<file path="src/rtl/ifs_pkg.sv">
package ifs_pkg;
  typedef enum logic [1:0] {
    ST_IDLE = 2'd0,
    ST_PUSH = 2'd1,
    ST_POP  = 2'd2,
    ST_WB   = 2'd3
  } ifs_state_e;
endpackage

</file>
<file path="src/rtl/ifs_level_stack.sv">
module ifs_level_stack #(
  parameter int unsigned NEST_DEPTH = 8,
  localparam int unsigned DEPTH_W   = $clog2(NEST_DEPTH + 1)
) (
  input  logic               clk_i,
  input  logic               rst_ni,
  input  logic               push_i,
  input  logic               pop_i,
  input  logic               ext_i,
  output logic [DEPTH_W-1:0] depth_o,
  output logic               full_o,
  output logic               empty_o,
  output logic               top_ext_o
);
  logic [NEST_DEPTH-1:0] ext_q;
  logic [DEPTH_W-1:0]    depth_q;

  always_ff @(posedge clk_i or negedge rst_ni) begin
    if (!rst_ni) begin
      ext_q   <= '0;
      depth_q <= '0;
    end else if (push_i && !full_o) begin
      ext_q[depth_q] <= ext_i;
      depth_q        <= depth_q + 1'b1;
    end else if (pop_i && !empty_o) begin
      depth_q <= depth_q - 1'b1;
    end
  end

  assign depth_o   = depth_q;
  assign full_o    = (depth_q == DEPTH_W'(NEST_DEPTH));
  assign empty_o   = (depth_q == '0);
  assign top_ext_o = empty_o ? 1'b0 : ext_q[depth_q - 1'b1];
endmodule

</file>
<file path="src/rtl/ifs_frame_mux.sv">
module ifs_frame_mux #(
  parameter int unsigned PC_W   = 16,
  parameter int unsigned FLAG_W = 8,
  parameter int unsigned SEG_W  = 6,
  parameter int unsigned SP_W   = 8,
  localparam int unsigned PC_BYTES = PC_W / 8,
  localparam int unsigned IDX_W    = $clog2(PC_BYTES + 2)
) (
  input  logic              push_i,
  input  logic              ext_i,
  input  logic [IDX_W-1:0]  idx_i,
  input  logic [SP_W-1:0]   sp_i,
  input  logic [PC_W-1:0]   pc_i,
  input  logic [FLAG_W-1:0] flags_i,
  input  logic [SEG_W-1:0]  seg_i,
  output logic [IDX_W-1:0]  sel_o,
  output logic [SP_W-1:0]   addr_o,
  output logic [7:0]        wdata_o
);
  logic [IDX_W-1:0] last_idx;
  logic [PC_W-1:0]  pc_shift;

  assign last_idx = IDX_W'(PC_BYTES) + IDX_W'(ext_i);
  // pops walk the push order backwards
  assign sel_o    = push_i ? idx_i : (last_idx - idx_i);
  assign addr_o   = push_i ? (sp_i - SP_W'(1) - SP_W'(idx_i)) : (sp_i + SP_W'(idx_i));
  assign pc_shift = pc_i >> (8 * int'(sel_o));

  always_comb begin
    wdata_o = '0;
    if (int'(sel_o) < PC_BYTES) begin
      wdata_o = pc_shift[7:0];
    end else if (int'(sel_o) == PC_BYTES) begin
      wdata_o[FLAG_W-1:0] = flags_i;
    end else begin
      wdata_o[SEG_W-1:0] = seg_i;
    end
  end
endmodule

</file>
<file path="src/rtl/ifs_ctrl.sv">
module ifs_ctrl import ifs_pkg::*; #(
  parameter int unsigned PC_BYTES = 2,
  localparam int unsigned IDX_W   = $clog2(PC_BYTES + 2)
) (
  input  logic             clk_i,
  input  logic             rst_ni,
  input  logic             irq_i,
  input  logic             iret_i,
  input  logic             mode_i,
  input  logic             full_i,
  input  logic             empty_i,
  input  logic             top_ext_i,
  output ifs_state_e       state_o,
  output logic [IDX_W-1:0] idx_o,
  output logic             ext_o,
  output logic             entry_o,
  output logic             start_push_o,
  output logic             finish_o
);
  ifs_state_e       state_q;
  logic [IDX_W-1:0] idx_q;
  logic             ext_q;
  logic             entry_q;
  logic             start_pop;
  logic [IDX_W-1:0] last_idx;

  assign start_push_o = (state_q == ST_IDLE) && irq_i && !full_i;
  assign start_pop    = (state_q == ST_IDLE) && !start_push_o && iret_i && !empty_i;
  assign last_idx     = IDX_W'(PC_BYTES) + IDX_W'(ext_q);
  assign finish_o     = ((state_q == ST_PUSH) || (state_q == ST_POP)) && (idx_q == last_idx);

  always_ff @(posedge clk_i or negedge rst_ni) begin
    if (!rst_ni) begin
      state_q <= ST_IDLE;
      idx_q   <= '0;
      ext_q   <= 1'b0;
      entry_q <= 1'b0;
    end else begin
      case (state_q)
        ST_IDLE: begin
          idx_q <= '0;
          if (start_push_o) begin
            state_q <= ST_PUSH;
            ext_q   <= mode_i;
            entry_q <= 1'b1;
          end else if (start_pop) begin
            state_q <= ST_POP;
            ext_q   <= top_ext_i;
            entry_q <= 1'b0;
          end
        end
        ST_PUSH, ST_POP: begin
          if (finish_o) state_q <= ST_WB;
          else          idx_q   <= idx_q + 1'b1;
        end
        default: state_q <= ST_IDLE;
      endcase
    end
  end

  assign state_o = state_q;
  assign idx_o   = idx_q;
  assign ext_o   = ext_q;
  assign entry_o = entry_q;
endmodule

</file>
<file path="src/rtl/intr_frame_seq.sv">
module intr_frame_seq import ifs_pkg::*; #(
  parameter int unsigned    PC_W       = 16,
  parameter int unsigned    FLAG_W     = 8,
  parameter int unsigned    SEG_W      = 6,
  parameter int unsigned    SP_W       = 8,
  parameter logic [SP_W-1:0] SP_INIT   = 8'hF0,
  parameter int unsigned    NEST_DEPTH = 8,
  localparam int unsigned   PC_BYTES   = PC_W / 8,
  localparam int unsigned   IDX_W      = $clog2(PC_BYTES + 2),
  localparam int unsigned   DEPTH_W    = $clog2(NEST_DEPTH + 1)
) (
  input  logic              clk_i,
  input  logic              rst_ni,
  input  logic              mode_we_i,
  input  logic              mode_d_i,
  input  logic              irq_i,
  input  logic              iret_i,
  input  logic [PC_W-1:0]   pc_i,
  input  logic [FLAG_W-1:0] flags_i,
  input  logic [SEG_W-1:0]  csr_i,
  input  logic [SEG_W-1:0]  isr_i,
  output logic              stk_we_o,
  output logic              stk_re_o,
  output logic [SP_W-1:0]   stk_addr_o,
  output logic [7:0]        stk_wdata_o,
  input  logic [7:0]        stk_rdata_i,
  output logic [SP_W-1:0]   sp_o,
  output logic              busy_o,
  output logic              pc_we_o,
  output logic [PC_W-1:0]   pc_o,
  output logic              flags_we_o,
  output logic [FLAG_W-1:0] flags_o,
  output logic              csr_we_o,
  output logic [SEG_W-1:0]  csr_o,
  output logic [SEG_W-1:0]  fetch_seg_o,
  output logic [SEG_W-1:0]  vec_seg_o
);
  ifs_state_e         state;
  logic [IDX_W-1:0]   idx;
  logic [IDX_W-1:0]   sel;
  logic               ext, entry, start_push, finish;
  logic               full, empty, top_ext;
  logic [DEPTH_W-1:0] depth;
  logic [SP_W-1:0]    sp_q;
  logic               mode_q;
  logic [PC_W-1:0]    pc_q;
  logic [FLAG_W-1:0]  flags_q;
  logic [SEG_W-1:0]   csr_q;
  logic [SEG_W-1:0]   isr_q;
  logic [SP_W-1:0]    frame_len;

  ifs_ctrl #(.PC_BYTES(PC_BYTES)) u_ctrl (
    .clk_i, .rst_ni, .irq_i, .iret_i,
    .mode_i       (mode_q),
    .full_i       (full),
    .empty_i      (empty),
    .top_ext_i    (top_ext),
    .state_o      (state),
    .idx_o        (idx),
    .ext_o        (ext),
    .entry_o      (entry),
    .start_push_o (start_push),
    .finish_o     (finish)
  );

  ifs_level_stack #(.NEST_DEPTH(NEST_DEPTH)) u_levels (
    .clk_i, .rst_ni,
    .push_i    (finish && entry),
    .pop_i     (finish && !entry),
    .ext_i     (ext),
    .depth_o   (depth),
    .full_o    (full),
    .empty_o   (empty),
    .top_ext_o (top_ext)
  );

  ifs_frame_mux #(
    .PC_W(PC_W), .FLAG_W(FLAG_W), .SEG_W(SEG_W), .SP_W(SP_W)
  ) u_mux (
    .push_i  (state == ST_PUSH),
    .ext_i   (ext),
    .idx_i   (idx),
    .sp_i    (sp_q),
    .pc_i    (pc_q),
    .flags_i (flags_q),
    .seg_i   (csr_q),
    .sel_o   (sel),
    .addr_o  (stk_addr_o),
    .wdata_o (stk_wdata_o)
  );

  assign frame_len = SP_W'(PC_BYTES + 1) + SP_W'(ext);

  always_ff @(posedge clk_i or negedge rst_ni) begin
    if (!rst_ni) mode_q <= 1'b0;
    else if (mode_we_i) mode_q <= mode_d_i;
  end

  always_ff @(posedge clk_i or negedge rst_ni) begin
    if (!rst_ni) begin
      sp_q <= SP_INIT;
    end else if (finish) begin
      sp_q <= entry ? (sp_q - frame_len) : (sp_q + frame_len);
    end
  end

  // frame registers: loaded from the CPU on entry, from the stack on return
  always_ff @(posedge clk_i or negedge rst_ni) begin
    if (!rst_ni) begin
      pc_q    <= '0;
      flags_q <= '0;
      csr_q   <= '0;
      isr_q   <= '0;
    end else if (start_push) begin
      pc_q    <= pc_i;
      flags_q <= flags_i;
      csr_q   <= csr_i;
      isr_q   <= isr_i;
    end else if (state == ST_POP) begin
      for (int b = 0; b < PC_BYTES; b++) begin
        if (sel == IDX_W'(b)) pc_q[b*8 +: 8] <= stk_rdata_i;
      end
      if (sel == IDX_W'(PC_BYTES))     flags_q <= stk_rdata_i[FLAG_W-1:0];
      if (sel == IDX_W'(PC_BYTES + 1)) csr_q   <= stk_rdata_i[SEG_W-1:0];
    end
  end

  assign stk_we_o    = (state == ST_PUSH);
  assign stk_re_o    = (state == ST_POP);
  assign busy_o      = stk_we_o || stk_re_o;
  assign sp_o        = sp_q;
  assign pc_we_o     = (state == ST_WB) && !entry;
  assign flags_we_o  = (state == ST_WB) && !entry;
  assign csr_we_o    = (state == ST_WB) && ext;
  assign pc_o        = pc_q;
  assign flags_o     = flags_q;
  assign csr_o       = entry ? isr_q : csr_q;
  assign fetch_seg_o = (!empty && !top_ext) ? isr_i : csr_i;
  assign vec_seg_o   = isr_i;
endmodule

</file>
<file path="config.mk">
export PLATFORM = sky130hd
export DESIGN_NAME = intr_frame_seq
export DESIGN_NICKNAME = d
export VERILOG_FILES = /design/src/rtl/ifs_pkg.sv /design/src/rtl/ifs_level_stack.sv /design/src/rtl/ifs_frame_mux.sv /design/src/rtl/ifs_ctrl.sv /design/src/rtl/intr_frame_seq.sv
export SDC_FILE = /design/constraint.sdc
export NUM_CORES = 1
export LEC_CHECK = 0
export BUFFER_PORTS_ARGS = -buffer_cell sky130_fd_sc_hd__buf_2
export CORE_ASPECT_RATIO = 1.5
export CORE_MARGIN = 5
export CORE_UTILIZATION = 55
export CTS_CLUSTER_DIAMETER = 200
export DETAILED_ROUTE_END_ITERATION = 6
export PLACE_DENSITY = 0.91
export SETUP_SLACK_MARGIN = 0.05
export SYNTH_ARGS = -nofsm -noshare
export SYNTH_HDL_FRONTEND = slang
export SYNTH_SLANG_ARGS = --single-unit
</file>
<file path="constraint.sdc">
create_clock -name clk_i -period 6.5 [get_ports clk_i]
set_clock_uncertainty 0.1 [all_clocks]
set_input_delay 0.975 -clock clk_i [delete_from_list [all_inputs] [get_ports clk_i]]
set_output_delay 0.975 -clock clk_i [all_outputs]
set_load 0.1 [all_outputs]
</file>
==> results.cfg <==
[critical_path]
path_max_fanout = 10
path_cells = inv_1 > ha_1 > nor2b_1 > a2111oi_0 > a311oi_1 > o21ai_2 > mux2_1 > buf_2
slowest_delay_ps = 510
crit_buf_inv = 2
worst_ep_required_time_ps = 5420
crit_family = compound AO/OA/AOI/OAI gates
cpMaxStageDelayCell = dfrtp_1
worstSetupPathType = flip-flop to output pin
cp.arrival_ps = 3270
critPathLaunchType = flip-flop
worst_setup_path_end_kind = output pin

[detailed_routing]
via_per_inst = 5.982
drc = 0
drtPass1Iterations = 7
wirelength_um = 11520
drt_iter0_markers = 255
wl_per_cell_um = 17.45
drtAntennaViolNets = 0
via_count = 3948

[cells_and_area]
nets = 627
n_fill_cell = 547
fin_area_um2 = 5150
n_antenna_cell = 0
drive_gt1_share_pct = 31.90
areaGrowthSynthToFinish_pct = 22.50

[place]
pre_cts_ws_ps = 2635
portBuffers = 121
gp_congestion = 0.8543
placed_cell_area_um2 = 4822
post-dp-hpwl_um = 8529

[clock_tree]
cts_sinks = 63
postCtsResizedCells = 0
cts_hold_buf = 0
root_buffer = clkbuf_16
cts_buffer_depth = 2
cts_made_buffers = 9
post_cts_buffers = 0
clk_latency_ps = 330
htreeDepth = 3
clk_pin_slew_ps = 50
cts_tree = built

[logic_synthesis]
synth-seq-area-share_pct = 37.62
synth_area_leaders = dfrtp_1 (35%), nand2_1 (7.1%), ha_1 (6.0%), mux2_2 (5.1%), mux2i_1 (4.3%)
yosysTopAreaCellShare_pct = 35.12
synth_edf_count = 0
synth_warnings = 0
synth_area_um2 = 4204
yosysTopAreaCell = dfrtp_1
postSynthAreaPerCell_um2 = 9.363
syn_inst = 449
ys_types = 56
ys_seq_elements = 63
ys.flop_type = dfrtp_1
async_reset_ff_share_pct = 100.0
syn-num-nets = 522

[floorplan]
die_y_um = 117.1
rows = 39
core_area_um2 = 7564
die_x_um = 81.39
die_area_um2 = 9528
ios = 122
initial_core_util_pct = 55.58

[sta]
setup_viol = 0
hold_viol = 0
tightest_slew_ps = 1283
max-slew-margin-rel_pct = 13.95
whs_ps = 375.2
period_needed_ps = 4347
fmax_ghz = 0.2300
tns_ps = 0
setup_ws_ps = 2153
min_period_over_period_pct = 66.88
rsz0062_at_grt = false
drv_slew = 0

[flow_run]
drv_cap = 0

[grt]
grt_max_degree = 64
grt-ovfl-total = 0
track_usage_pct = 25.77
antenna_found_initial = 0
first_global_vias = 3872
grt_pass1_wl_um = 18750

[worst_hold_path]
hp-class = flip-flop to flip-flop

[outcome]
outcome = complete, no violations
tightest hold or removal path: cells and delay by family (launching register included):
kind / cells / cell delay (ps)
and+or+nand+nor: 2 / 110
DFF: 1 / 340
per-layer routing:
metal / part of all wire [%] / GRT usage (%) / up-vias / wire length [µm]
met2: 50 / 43.69 / 237 / 5739
met3: 8.9 / 5.743 / 37 / 1028
met4: 2.9 / 11.50 / 0 / 332
met1: 38 / 31.02 / 1874 / 4418
met5: 0 / 0 / - / 0
li1: - / - / 1800 / -
per-stage QoR:
step	utilization, %	std cells
global route	68.09	660
detailed placement	63.76	645
CTS	68.09	660
global placement	63.76	645
floorplan	-	449
finish	68.09	660
worst paths after layout:
| kind | startpoint | endpoint | slack [ps] | depth (start not counted) |
|---|---|---|---|---|
| max | u_levels.depth_o[1] | fetch_seg_o[5] | 2150 | 8 |
| min | isr_q[5] | isr_q[5] | 380 | 2 |
| max reg2reg | u_ctrl.state_o[1] | flags_o[3] | 3520 | 7 |
| min reg2reg | isr_q[5] | isr_q[5] | 380 | 2 |
| max in group asynchronous | rst_ni | flags_o[0] | 5050 | 2 |
| min in group asynchronous | rst_ni | sp_o[0] | 700 | 2 |
sequential cells by signal, summed over array words and instances, names as in the netlist:
name and flops:
mode_q 1, pc_o 16, u_levels.depth_o 4, u_ctrl.ext_o 1, u_ctrl.idx_o 2, isr_q 6, flags_o 8, u_ctrl.state_o 2
u_levels.ext_q 8, sp_o 8, csr_q 6, u_ctrl.entry_o 1
cell families after synthesis:
group / count (synthesis) / share of synthesized area [%]
DFF: 63 / 37.62
adders and majority gates: 23 / 7.381
buffers and inverters: 51 / 5.506
AOI/OAI and AO/OA: 91 / 14.20
xor gates and xnor gates: 16 / 3.333
muxes: 51 / 15.18
and+or+nand+nor: 154 / 16.79
cells in the mapped netlist (all sizes together), types with 2 or more instances:
| library cell | n |
|---|---|
| nor2b | 8 |
| xnor2 | 8 |
| ha | 20 |
| o32ai | 3 |
| nand3b | 4 |
| and3 | 4 |
| o31ai | 3 |
| mux2 | 26 |
| a22o | 2 |
| nand2b | 2 |
| nor2 | 17 |
| nand3 | 19 |
| buf | 16 |
| fa | 3 |
| o21ai | 36 |
| clkbuf | 18 |
| xor2 | 8 |
| a32oi | 2 |
| a221o | 2 |
| a31oi | 12 |
| mux4 | 7 |
| mux2i | 18 |
| nor3 | 10 |
| nand2 | 79 |
| a21o | 3 |
| a21oi | 6 |
| o211ai | 9 |
| nand4 | 3 |
| o21a | 3 |
| dfrtp | 59 |
| a2111oi | 2 |
| nor3b | 3 |
| nor4 | 2 |
| inv | 17 |
| a211oi | 2 |
| dfstp | 4 |
cell type report:
| type | instances | area [µm²] | share of cell area (%) |
|---|---|---|---|
| Multi-Input combinational cell | 335 | 2391 | 46.43 |
| Clock inverter | 4 | 95.09 | 1.846 |
| Tap cell | 102 | 127.6 | 2.478 |
| Inverter | 17 | 63.81 | 1.239 |
| Clock buffer | 11 | 232.7 | 4.519 |
| Sequential cell | 63 | 1582 | 30.71 |
| Timing Repair Buffer | 128 | 658.1 | 12.78 |
layout by cell type, fill, tap and decap left out, types with 9 or more instances in the layout:
master,synthesis,layout
nor3_1,10,10
mux2_2,19,19
nand3_1,18,18
clkbuf_16,0,9
mux2i_1,18,18
buf_2,8,121
o211ai_1,9,9
o21ai_0,34,33
dfrtp_1,59,59
a31oi_1,12,12
nor2_1,17,17
ha_1,20,20
inv_1,16,16
nand2_1,79,79
Power is left out: the tool's default activity adds up to more than one toggle a clock period on the data nets, which glitch-free logic cannot reach.
